<file path="src/rtl/awu_pkg.sv">
package awu_pkg;

    typedef enum logic [1:0] {
        AWU_UP   = 2'd0,
        AWU_DOWN = 2'd1,
        AWU_ADDX = 2'd2,
        AWU_HOLD = 2'd3
    } awu_op_e;

    typedef enum logic [1:0] {
        BK_ADDR  = 2'd0,
        BK_INDEX = 2'd1,
        BK_WRAP  = 2'd2,
        BK_NONE  = 2'd3
    } awu_bank_e;

    localparam int NUM_PORTS = 2;

endpackage

</file>
<file path="src/rtl/awu_step.sv">
module awu_step
    import awu_pkg::*;
#(
    parameter int DATA_W = 16
) (
    input  logic [DATA_W-1:0] ar,
    input  logic [DATA_W-1:0] ix,
    input  logic [DATA_W-1:0] wr,
    input  awu_op_e           op,
    output logic [DATA_W-1:0] nxt
);

    localparam logic [DATA_W-1:0] ONE = DATA_W'(1);

    logic top_hit;
    logic floor_hit;

    assign top_hit   = ((ar & wr) == wr);
    assign floor_hit = ((ar & wr) == '0);

    always_comb begin
        unique case (op)
            AWU_UP:   nxt = top_hit ? (ar & ~wr) : (ar + ONE);
            AWU_DOWN: nxt = floor_hit ? (ar | wr) : (ar - ONE);
            AWU_ADDX: nxt = ar + ix;
            default:  nxt = ar;
        endcase
    end

    // With a full mask the window moves collapse to linear arithmetic
    always_comb begin
        if (op == AWU_UP && wr == '1)
            p_up_linear_r3: assert (nxt == ar + ONE);
        if (op == AWU_DOWN && wr == '1)
            p_down_linear_r4: assert (nxt == ar - ONE);
    end

endmodule

</file>
<file path="src/rtl/awu_slot.sv">
module awu_slot #(
    parameter int DATA_W = 16
) (
    input  logic              clk,
    input  logic              rst,
    input  logic              upd_en,
    input  logic [DATA_W-1:0] upd_val,
    input  logic              ar_we,
    input  logic              ix_we,
    input  logic              wr_we,
    input  logic [DATA_W-1:0] wdata,
    output logic [DATA_W-1:0] ar_o,
    output logic [DATA_W-1:0] ix_o,
    output logic [DATA_W-1:0] wr_o
);

    logic [DATA_W-1:0] ar_q, ix_q, wr_q;

    always_ff @(posedge clk) begin
        if (rst) begin
            ar_q <= '0;
            ix_q <= '0;
            wr_q <= '1;
        end else begin
            if (ar_we)
                ar_q <= wdata;
            else if (upd_en)
                ar_q <= upd_val;
            if (ix_we)
                ix_q <= wdata;
            if (wr_we)
                wr_q <= wdata;
        end
    end

    assign ar_o = ar_q;
    assign ix_o = ix_q;
    assign wr_o = wr_q;

    p_idle_hold_r6: assert property (@(posedge clk) disable iff (rst)
        (!upd_en && !ar_we) |=> $stable(ar_o));

    p_cfg_wins_r9: assert property (@(posedge clk) disable iff (rst)
        ar_we |=> (ar_o == $past(wdata)));

    p_mask_kept_r2: assert property (@(posedge clk) disable iff (rst)
        !wr_we |=> $stable(wr_o));

endmodule

</file>
<file path="src/rtl/addr_wrap_unit.sv">
module addr_wrap_unit
    import awu_pkg::*;
#(
    parameter int DATA_W   = 16,
    parameter int NUM_REGS = 4
) (
    input  logic                         clk,
    input  logic                         rst,
    input  logic                         cfg_we,
    input  logic [1:0]                   cfg_bank,
    input  logic [$clog2(NUM_REGS)-1:0]  cfg_idx,
    input  logic [DATA_W-1:0]            cfg_wdata,
    output logic [DATA_W-1:0]            cfg_rdata,
    input  logic                         upd_a_valid,
    input  logic [$clog2(NUM_REGS)-1:0]  upd_a_idx,
    input  logic [1:0]                   upd_a_op,
    input  logic                         upd_b_valid,
    input  logic [$clog2(NUM_REGS)-1:0]  upd_b_idx,
    input  logic [1:0]                   upd_b_op,
    output logic [NUM_REGS*DATA_W-1:0]   addr_o,
    output logic                         conflict_o
);

    localparam int IDX_W = $clog2(NUM_REGS);

    logic [DATA_W-1:0] ar_q [NUM_REGS];
    logic [DATA_W-1:0] ix_q [NUM_REGS];
    logic [DATA_W-1:0] wr_q [NUM_REGS];

    logic             p_valid [NUM_PORTS];
    logic [IDX_W-1:0] p_idx   [NUM_PORTS];
    awu_op_e          p_op    [NUM_PORTS];
    logic [DATA_W-1:0] p_nxt  [NUM_PORTS];

    logic      same_slot;
    logic      conflict_q;
    awu_bank_e bank;

    assign same_slot = upd_a_valid && upd_b_valid && (upd_a_idx == upd_b_idx);
    assign bank      = awu_bank_e'(cfg_bank);

    // Port A has priority; port B is dropped on a collision
    assign p_valid[0] = upd_a_valid;
    assign p_idx[0]   = upd_a_idx;
    assign p_op[0]    = awu_op_e'(upd_a_op);
    assign p_valid[1] = upd_b_valid && !same_slot;
    assign p_idx[1]   = upd_b_idx;
    assign p_op[1]    = awu_op_e'(upd_b_op);

    for (genvar p = 0; p < NUM_PORTS; p++) begin : g_port
        awu_step #(.DATA_W(DATA_W)) u_step (
            .ar  (ar_q[p_idx[p]]),
            .ix  (ix_q[p_idx[p]]),
            .wr  (wr_q[p_idx[p]]),
            .op  (p_op[p]),
            .nxt (p_nxt[p])
        );
    end

    for (genvar i = 0; i < NUM_REGS; i++) begin : g_slot
        logic hit_a, hit_b;
        assign hit_a = p_valid[0] && (p_idx[0] == IDX_W'(i));
        assign hit_b = p_valid[1] && (p_idx[1] == IDX_W'(i));

        awu_slot #(.DATA_W(DATA_W)) u_slot (
            .clk     (clk),
            .rst     (rst),
            .upd_en  (hit_a || hit_b),
            .upd_val (hit_a ? p_nxt[0] : p_nxt[1]),
            .ar_we   (cfg_we && bank == BK_ADDR  && cfg_idx == IDX_W'(i)),
            .ix_we   (cfg_we && bank == BK_INDEX && cfg_idx == IDX_W'(i)),
            .wr_we   (cfg_we && bank == BK_WRAP  && cfg_idx == IDX_W'(i)),
            .wdata   (cfg_wdata),
            .ar_o    (ar_q[i]),
            .ix_o    (ix_q[i]),
            .wr_o    (wr_q[i])
        );

        assign addr_o[i*DATA_W +: DATA_W] = ar_q[i];
    end

    always_comb begin
        unique case (bank)
            BK_ADDR:  cfg_rdata = ar_q[cfg_idx];
            BK_INDEX: cfg_rdata = ix_q[cfg_idx];
            BK_WRAP:  cfg_rdata = wr_q[cfg_idx];
            default:  cfg_rdata = '0;
        endcase
    end

    always_ff @(posedge clk) begin
        if (rst)
            conflict_q <= 1'b0;
        else
            conflict_q <= same_slot;
    end

    assign conflict_o = conflict_q;

    p_conflict_flag_r8: assert property (@(posedge clk) disable iff (rst)
        (upd_a_valid && upd_b_valid && upd_a_idx == upd_b_idx) |=> conflict_o);

    p_conflict_clear_r8: assert property (@(posedge clk) disable iff (rst)
        !(upd_a_valid && upd_b_valid) |=> !conflict_o);

endmodule

</file>
<file path="config.mk">
export PLATFORM = sky130hd
export DESIGN_NAME = addr_wrap_unit
export DESIGN_NICKNAME = d
export VERILOG_FILES = /design/src/rtl/awu_pkg.sv /design/src/rtl/awu_step.sv /design/src/rtl/awu_slot.sv /design/src/rtl/addr_wrap_unit.sv
export SDC_FILE = /design/constraint.sdc
export NUM_CORES = 1
export LEC_CHECK = 0
export BUFFER_PORTS_ARGS = -buffer_cell sky130_fd_sc_hd__buf_2
export CORE_AREA = 8 8 234 191
export CTS_CLUSTER_DIAMETER = 40
export DETAILED_ROUTE_END_ITERATION = 16
export DIE_AREA = 0 0 242 199
export SLEW_MARGIN = 25
export SYNTH_ARGS = -nofsm -noshare
export SYNTH_HDL_FRONTEND = slang
export SYNTH_SLANG_ARGS = --single-unit
</file>
<file path="constraint.sdc">
create_clock -name clk -period 5.5 [get_ports clk]
set_input_delay 0.275 -clock clk [delete_from_list [all_inputs] [get_ports clk]]
set_output_delay 0.275 -clock clk [all_outputs]
set_load 0.05 [all_outputs]
</file>
==> impl_metrics.yaml, run 1 <==
finish:
  diodes: 0
  final_core_util_pct: 42.9
  synthToLayoutAreaGrowth_pct: 9.62
  mostFrequentLayoutCells: "246 x nand2_1, 193 x dfxtp_1, 168 x nor2_1"
  drive_gt1_share_pct: 19.3
  nets: 1949
  fin_area_um2: 17600
  n_fill_cell: 4073
  final_common_cell: "nand2_1"
grt:
  first_global_vias: 15400
  overflow: 0
  grt_max_degree: 75
  grt_pass1_wl_um: 109000
  grt_antenna_before_repair: 1
  track_usage_pct: 30.2
status:
  status: "completed"
logic_synthesis:
  synth_top_area_share_pct: 24.0
  ys_seq_area_share_pct: 24.0
  synthTopCellsByArea: "dfxtp_1 24%, mux4_2 21%, nand2_1 5.7%"
  synth-edff-count: 0
  synth_top_area_cell: "dfxtp_1"
  synthCells: 1875
  synth_area_per_cell_um2: 8.58
  syn-cell-area_um2: 16100
  ys_types: 81
  yosys_warnings: 0
  ys_ff_latch: 193
  synthFlopType: "dfxtp_1"
  synth_nets: 1944
  synthArstFlopShare_pct: 0
sta:
  fin_skew_ns: 0.0207
  fmax_ghz: 0.237
  hold_viol: 0
  rsz0062_at_grt: "false"
  drv_slew: 0
  fin_tns_setup_ns: 0
  setup_slack_ns: 1.28
  slew_headroom_pct: 24.6
  setup_viol: 0
  post-route-min-period_ns: 4.22
  tightestPinTransition_ns: 1.12
  min_period_over_period_pct: 76.8
placed_design:
  dpl_cell_area_um2: 17000
  port_buffers: 113
  place_hpwl_um: 54200
  gp_congestion: 1.00
  place_ws_ns: 0.951
routing:
  num_vias: 16900
  firstDrtPassIters: 6
  drc: 0
  totalWireLength_um: 74800
  wl_per_cell_um: 30.6
  drtIter0Drc: 2929
  via_per_inst: 6.91
  ant_nets: 0
pwr:
  pwr-share-clk_pct: 29.5
  p_comb_share_pct: 36.0
  p_int_mw: 2.65
  ir_drop_mv: 0.195
  pwr_density_cell_nw_per_um2: 257
  p_sw_mw: 1.88
  p_leak_nw: 6.32
  fin_total_pwr_mw: 4.53
  pwr-share-seq_pct: 34.5
  swShare_pct: 41.5
worst_setup_path:
  crit_fanout: 16
  worstPathArrival_ns: 4.53
  endpoint_kind: "register"
  critPathKind: "in -> reg"
  cpPeakStageDelay_ns: 0.69
  crit_required_ns: 5.81
  worstPathCellList: "buf_2 > mux4_2 > ha_1 > fa_1 > a21o_1 > a21oi_1 > o21ai_0 > a31oi_1 > a21oi_1 > a31oi_1 > xor2_1 > o21ai_0 > o221ai_1 > a221oi_1"
  crit_path_start_kind: "input pin"
  cpMaxStageDelayCell: "mux4_2"
clocking:
  cts_tree: "built"
  ctsHoldBuffers: 0
  postCtsSetupBuffers: 0
  post_cts_resized: 0
  cts_buffers: 17
  cts_root_buf: "clkbuf_16"
  clk_pin_slew_ns: 0.08
  clk_latency_ns: 0.47
  clkSinkCount: 193
  htree_levels: 4
  clock_path_buffers: 2
die:
  initial_core_util_pct: 39.2
  core_um2: 41100
  die_w_um: 242
  die_area_um2: 48200
  boundaryPins: 114
  num_rows: 67
  die_h_um: 199
run:
  drv_cap: 0
worst_hold_path:
  hp-class: "in -> reg"
[flip-flops by register name, summed over array words and instances, names as in the netlist]
register,flops
g_slot.u_slot.ix_o,64
conflict_o,1
g_slot.u_slot.wr_o,64
g_slot.u_slot.ar_o,64
[cell type report]
type                       count  area [µm²]  share of cell area, %
clock buffer                  19         443                   2.51
clock inverter                13         168                  0.951
sequential                   193        3860                   21.9
tap                          552         691                   3.92
timing repair buffer         155         947                   5.37
multi-input combinational   1460       11300                   64.2
inverter                      53         199                   1.13
[final timing paths]
kind | startpoint | slack [ns] | endpoint | depth (start not counted)
setup / recovery | upd_b_idx[0] | 1.28 | g_slot[1].u_slot.ar_o[14] | 14
hold / removal | cfg_wdata[0] | 0.20 | g_slot[0].u_slot.ix_o[0] | 3
setup reg to reg | g_slot[3].u_slot.ar_o[0] | 1.28 | g_slot[1].u_slot.ar_o[14] | 13
hold reg to reg | g_slot[3].u_slot.ix_o[11] | 0.49 | g_slot[3].u_slot.ix_o[11] | 2
[critical path, delay by kind of cell]
family                     cells  cell delay [ns]
AOI/OAI and AO/OA              9             2.13
xor gates and xnor gates       1             0.18
adders and majority gates      2             0.75
buffers and inverters          1             0.49
muxes                          1             0.69
[routing by layer]
| metal | up-vias | routed length, µm | GRT usage (%) | share of wire [%] |
|---|---|---|---|---|
| met2 | 1412 | 30400 | 42.3 | 41 |
| met4 | 0 | 3960 | 14.8 | 5.3 |
| li1 | 7098 | - | - | - |
| met3 | 222 | 11300 | 9.88 | 15 |
| met1 | 8169 | 29200 | 41.4 | 39 |
| met5 | - | 0 | 0 | 0 |
[stage by stage]
step | hold slack (ns) | cells
final | 0.203 | 2445
after global placement | 0.462 | 2413
after detailed placement | 0.470 | 2413
after floorplan | 0.451 | 1875
after global routing | 0.201 | 2445
after CTS | 0.171 | 2445
[power groups by stage]
stage / sequential [mW] / clock [mW] / combinational, mW
3_5_place_dp: 1.59 / 0 / 1.58
6_report: 1.56 / 1.34 / 1.63
3_3_place_gp: 1.59 / 0 / 1.57
2_1_floorplan: 1.69 / 0 / 0.954
5_1_grt: 1.57 / 1.40 / 1.71
4_1_cts: 1.56 / 1.34 / 1.58
[synth_stat cells, types with 5 or more instances]
| library cell | instances |
|---|---|
| xnor2_1 | 14 |
| mux4_2 | 149 |
| or4_1 | 7 |
| buf_6 | 6 |
| o31ai_1 | 7 |
| a211oi_1 | 29 |
| and3_1 | 14 |
| o211ai_1 | 9 |
| a2111oi_0 | 14 |
| o41ai_1 | 6 |
| o22a_1 | 6 |
| nand3b_1 | 6 |
| ha_1 | 34 |
| nand2b_1 | 13 |
| inv_1 | 52 |
| dfxtp_1 | 193 |
| a21oi_1 | 142 |
| xor2_1 | 11 |
| a2111o_1 | 6 |
| o21ai_1 | 16 |
| nor3_1 | 39 |
| o311ai_1 | 5 |
| nor2_1 | 174 |
| a311oi_1 | 7 |
| o221ai_1 | 7 |
| or3_1 | 14 |
| a21o_1 | 12 |
| nand4_1 | 13 |
| a221oi_1 | 30 |
| a31oi_1 | 10 |
| buf_2 | 15 |
| nor4_1 | 11 |
| buf_1 | 21 |
| clkbuf_1 | 118 |
| o22ai_1 | 34 |
| mux2_2 | 5 |
| a22oi_1 | 19 |
| buf_4 | 9 |
| nand2_1 | 246 |
| nor3b_1 | 9 |
| nor2b_1 | 90 |
| o21ai_0 | 65 |
| a211o_1 | 69 |
| nand3_1 | 21 |
| mux2i_1 | 32 |
[kinds of logic after synthesis]
family                   after synthesis  synth area share [%]
AND/OR/NAND/NOR                      678                  19.9
AO/OA/AOI/OAI                        531                  22.6
buffers and inverters                222                  5.79
flip-flops                           193                  24.0
multiplexers                         190                  23.5
adder cells (fa/ha/maj)               36                  2.89
XOR/XNOR                              25                  1.36
Power figures use the tool's default switching activity.
==> inputs of run 2 (changes only) <==
clock period = 3.9 ns   (was 5.5 ns; I/O delays follow)
==> run 2 against run 1 <==
Against the previous run:
- sequential share of layout area is 1.5 points lower
- largest power group unchanged
- via count grew 3.3%
- first-iteration DRC count fell by 13%
- critical path depth unchanged
- clock power increased by 37%
- register-to-register slack got worse by 1.2 ns
==> impl_metrics.yaml, run 2 (synthesis gave the netlist of run 1 again) <==
status:
  status: "completed"
die:
  initial_core_util_pct: 39.2
  num_rows: 67
  die_area_um2: 48200
  boundaryPins: 114
  core_um2: 41100
  die_w_um: 242
  die_h_um: 199
finish:
  seq_area_um2: 3860
  final_common_cell: "nand2_1"
  n_fill_cell: 4048
  drive_gt1_share_pct: 26.0
  mostFrequentLayoutCells: "246 x nand2_1, 204 x buf_4, 193 x dfxtp_1"
  nets: 2112
  multi_input_area_um2: 11400
  synthToLayoutAreaGrowth_pct: 17.6
  fin_area_um2: 18900
routing:
  drc: 0
  num_vias: 17500
  totalWireLength_um: 77300
  ant_nets: 0
  drtIter0Drc: 2561
  firstDrtPassIters: 5
  wl_per_cell_um: 29.6
  via_per_inst: 6.69
pwr:
  p_leak_nw: 7.15
  ir_drop_mv: 0.230
  pwr_density_cell_nw_per_um2: 348
sta:
  min_period_over_period_pct: 97.6
  whs_ns: 0.102
  setup_viol: 0
  slew_headroom_pct: 25.8
  drv_slew: 0
  fmax_ghz: 0.263
  post-route-min-period_ns: 3.81
  fin_skew_ns: 0.0109
  rsz0062_at_grt: "true"
  tightestPinTransition_ns: 1.11
  hold_viol: 0
clocking:
  htree_levels: 4
  clkSinkCount: 193
  clk_latency_ns: 0.47
  cts_root_buf: "clkbuf_16"
  ctsHoldBuffers: 0
  clock_path_buffers: 2
  cts_buffers: 17
  clk_pin_slew_ns: 0.08
  cts_tree: "built"
grt:
  grt_max_degree: 135
  overflow: 0
  track_usage_pct: 31.0
  first_global_vias: 15900
  grt_antenna_before_repair: 4
  grt_pass1_wl_um: 111000
placed_design:
  place_hpwl_um: 59000
  gp_congestion: 1.03
  dpl_cell_area_um2: 18300
  port_buffers: 113
worst_setup_path:
  worstPathArrival_ns: 4.12
  crit_required_ns: 4.22
  crit_path_start_kind: "register"
  critPathKind: "reg -> reg"
  crit_fanout: 4
  endpoint_kind: "register"
worst_hold_path:
  hp-class: "in -> reg"
run:
  drv_cap: 0
run 2: report_power, final:
group          switching, mW  internal [mW]  total, mW
Clock                  0.903          0.923       1.83
Combinational           1.64          0.933       2.57
Sequential             0.133           2.06       2.19
Total                   2.67           3.91       6.58
run 2: stage by stage:
stage	power [mW]	util, %	worst slack, ns	instances	TNS (ns)
floorplan	3.73	-	0.0229	1875	0
global placement	4.69	44.4	-0.121	2575	-0.649
detailed placement	4.70	44.4	-0.105	2575	-0.736
CTS	6.50	45.8	0.0935	2607	0
global route	6.79	46.0	-0.00990	2608	-0.00990
finish	6.58	46.0	0.0932	2609	0
run 2: worst max-delay path, stage by stage, from the launching register on:
cell      delay [ns]
dfxtp_1         0.36
mux4_2          0.53
ha_1            0.24
fa_1            0.46
a21o_1          0.19
a21oi_2         0.16
o21ai_1         0.11
a31oi_2         0.25
a21oi_1         0.13
a31oi_1         0.21
xor2_1          0.37
o21ai_0         0.15
o221ai_1        0.22
buf_4           0.19
a221oi_1        0.08
run 2: cell type report:
class                      count  share of cell area, %
antenna                        1                 0.0132
clock buffer                  19                   2.34
clock inverter                13                  0.714
inverter                      53                   1.05
multi-input combinational   1460                   60.1
sequential                   193                   20.4
tap                          552                   3.65
timing repair buffer         318                   11.7
run 2: path summary, 6_finish.rpt:
path,slack (ns),endpoint,cells past startpoint,startpoint
setup / recovery,0.09,g_slot[1].u_slot.ar_o[14],14,g_slot[3].u_slot.ix_o[0]
hold / removal,0.10,g_slot[1].u_slot.ix_o[8],3,cfg_wdata[8]
setup reg to reg,0.09,g_slot[1].u_slot.ar_o[14],14,g_slot[3].u_slot.ix_o[0]
hold reg to reg,0.48,g_slot[0].u_slot.ix_o[14],2,g_slot[0].u_slot.ix_o[14]
run 2: metal layers:
metal | vias to the layer above | GRT usage, % | part of all wire, %
met5 | - | 0 | 0.032
li1 | 7444 | - | -
met4 | 4 | 13.0 | 4.6
met3 | 170 | 10.7 | 15
met2 | 1340 | 43.5 | 40
met1 | 8501 | 43.0 | 40
run 2: what timing repair did:
| action | 4_1_cts | 5_1_grt |
|---|---|---|
| buffers inserted | 0 | 0 |
| endpoints found under the hold margin | 0 | 0 |
| cloned | 0 | 0 |
| endpoints found under the setup margin | 4 | 13 |
| pin swaps | 0 | 3 |
| gates resized for setup | 1 | 11 |
==> inputs of run 3 (changes only) <==
CORE_AREA = 8 8 189 236   (was 8 8 234 191)
DIE_AREA = 0 0 197 244   (was 0 0 242 199)
MAX_ROUTING_LAYER = met4   (was unset)
RECOVER_POWER = 100   (was unset)
==> run 3 against run 2 <==
Against the previous run:
- core utilization rose by 0.31 points
- sequential power hardly changed
- largest cell class unchanged
- non-clock buffer count increased by 1
- the run now ends with capacitance limit, slew limit left
- via count decreased by 2.1%
==> impl_metrics.yaml, run 3 (synthesis gave the netlist of run 1 again) <==
routing:
  ant_nets: 0
  wl_per_cell_um: 29.7
  drtIter0Drc: 2130
  totalWireLength_um: 77400
  via_per_inst: 6.55
  drc: 0
  num_vias: 17100
  firstDrtPassIters: 6
placed_design:
  port_buffers: 113
  place_ws_ns: -0.180
  place_hpwl_um: 59000
  placed_cells: 2576
  gp_congestion: 1.02
sta:
  slew_headroom_pct: -8.89
  setup_slack_ns: 0.143
  drv_slew: 145
  fin_skew_ns: 0.0114
  min_period_over_period_pct: 96.3
  post-route-min-period_ns: 3.76
  hold_viol: 0
  fmax_ghz: 0.266
  setup_viol: 0
  tightestPinTransition_ns: 1.63
  whs_ns: 0.0911
  fin_tns_setup_ns: 0
die:
  core_um2: 40700
  boundaryPins: 114
  die_h_um: 244
  num_rows: 83
  die_w_um: 197
  die_area_um2: 48100
  initial_core_util_pct: 39.5
grt:
  grt_antenna_before_repair: 2
  overflow: 0
  first_global_vias: 16100
  track_usage_pct: 32.6
  grt_pass1_wl_um: 113000
  grt_max_degree: 131
clocking:
  clk_pin_slew_ns: 0.08
  ctsHoldBuffers: 0
  clkSinkCount: 193
  clk_latency_ns: 0.47
  cts_tree: "built"
  clock_path_buffers: 2
  cts_root_buf: "clkbuf_16"
  cts_buffers: 17
  htree_levels: 4
status:
  status: "complete, but fails checks"
  violations: "capacitance limit, slew limit"
finish:
  nets: 2113
  synthToLayoutAreaGrowth_pct: 17.3
  mostFrequentLayoutCells: "246 x nand2_1, 193 x dfxtp_1, 184 x buf_4"
  n_fill_cell: 4080
  stdcell_count: 2609
  drive_gt1_share_pct: 21.6
  final_common_cell: "nand2_1"
worst_setup_path:
  reg2reg_to: "g_slot[2].u_slot.ar_o[12]"
  cpMaxStageDelayCell: "mux4_2"
  crit_fanout: 4
  worstPathArrival_ns: 4.08
  setup.worst_path.start: "g_slot[1].u_slot.ar_o[0]"
  cpPeakStageDelay_ns: 0.50
  crit_required_ns: 4.23
  crit_top_cell: "a21oi_2"
  r2r_cells: 14
  endpoint: "g_slot[2].u_slot.ar_o[12]"
  worstPathCellList: "mux4_2 > ha_1 > fa_1 > a21o_1 > a21oi_2 > o21ai_1 > a31oi_2 > a21oi_2 > xnor2_1 > buf_4 > nand2_1 > o211ai_4 > o22ai_1 > a2111oi_0"
  regToRegStartpoint: "g_slot[1].u_slot.ar_o[0]"
  crit_path_start_kind: "register"
  critPathKind: "reg -> reg"
  endpoint_kind: "register"
  r2r_setup_slack_ns: 0.14
worst_hold_path:
  hp-class: "in -> reg"
pwr:
  pwr_density_cell_nw_per_um2: 353
  p_leak_nw: 6.84
  ir_drop_mv: 0.335
run:
  drv_cap: 4
-- run 3: cell types whose count changed in the layout (fill, tap and decap cells not counted), moves of 2 or more --
cell / before / now
clkbuf_1: 1 / 90
buf_2: 107 / 27
buf_4: 204 / 184
clkbuf_2: 0 / 8
buf_12: 5 / 11
inv_6: 6 / 2
bufinv_16: 1 / 4
o21ai_1: 17 / 15
-- run 3: worst min path at each step --
| stage | start | endpoint | cells after the start |
|---|---|---|---|
| finish | cfg_wdata[8] | g_slot[0].u_slot.ix_o[8] | 3 |
| global route | cfg_wdata[8] | g_slot[0].u_slot.ix_o[8] | 3 |
| CTS | cfg_wdata[8] | g_slot[1].u_slot.ix_o[8] | 3 |
| detailed placement | g_slot[0].u_slot.ix_o[8] | g_slot[0].u_slot.ix_o[8] | 2 |
| global placement | g_slot[2].u_slot.ix_o[4] | g_slot[2].u_slot.ix_o[4] | 2 |
| floorplan | cfg_wdata[1] | g_slot[1].u_slot.ar_o[1] | 2 |
-- run 3: through the flow --
step / power, mW / cell area [µm²] / util (%)
floorplan: 3.73 / 16100 / -
global placement: 4.71 / 18300 / 45.0
detailed placement: 4.72 / 18300 / 45.0
CTS: 6.64 / 19000 / 46.6
global route: 6.89 / 18900 / 46.4
finish: 6.65 / 18900 / 46.4
-- run 3: timing repair --
item / in CTS / in global routing
buffers inserted: 0 / 1
setup endpoints to repair: 0 / 21
gates resized for setup: 0 / 18
-- run 3: metal layers --
metal / global-route usage [%] / vias up / share of wire (%)
met2: 50.5 / 989 / 46
met5: - / - / 0
met4: 20.0 / 0 / 7.2
li1: - / 7432 / -
met1: 38.6 / 8458 / 38
met3: 6.82 / 222 / 9.0
-- run 3: cell type report --
type,instances,area [µm²],share of cell area [%]
clock buffer,21,450,2.39
antenna,1,2.50,0.0133
tap,552,691,3.66
inverter,53,199,1.05
multi-input combinational,1460,11400,60.2
sequential,193,3860,20.5
clock inverter,10,174,0.922
timing repair buffer,319,2120,11.3
-- run 3: power by group --
part	total (mW)	switching (mW)	internal, mW
sequential	2.18	0.129	2.06
combinational	2.52	1.61	0.905
clock	1.95	0.849	1.10
total	6.65	2.59	4.06
-- run 3: critical path, delay by kind of cell, from the launching register on --
family / cells / cell delay (ns)
AOI/OAI and AO/OA: 8 / 1.60
xor gates and xnor gates: 1 / 0.16
adders and majority gates: 2 / 0.74
buffers and inverters: 1 / 0.15
DFF: 1 / 0.39
muxes: 1 / 0.50
and+or+nand+nor: 1 / 0.09
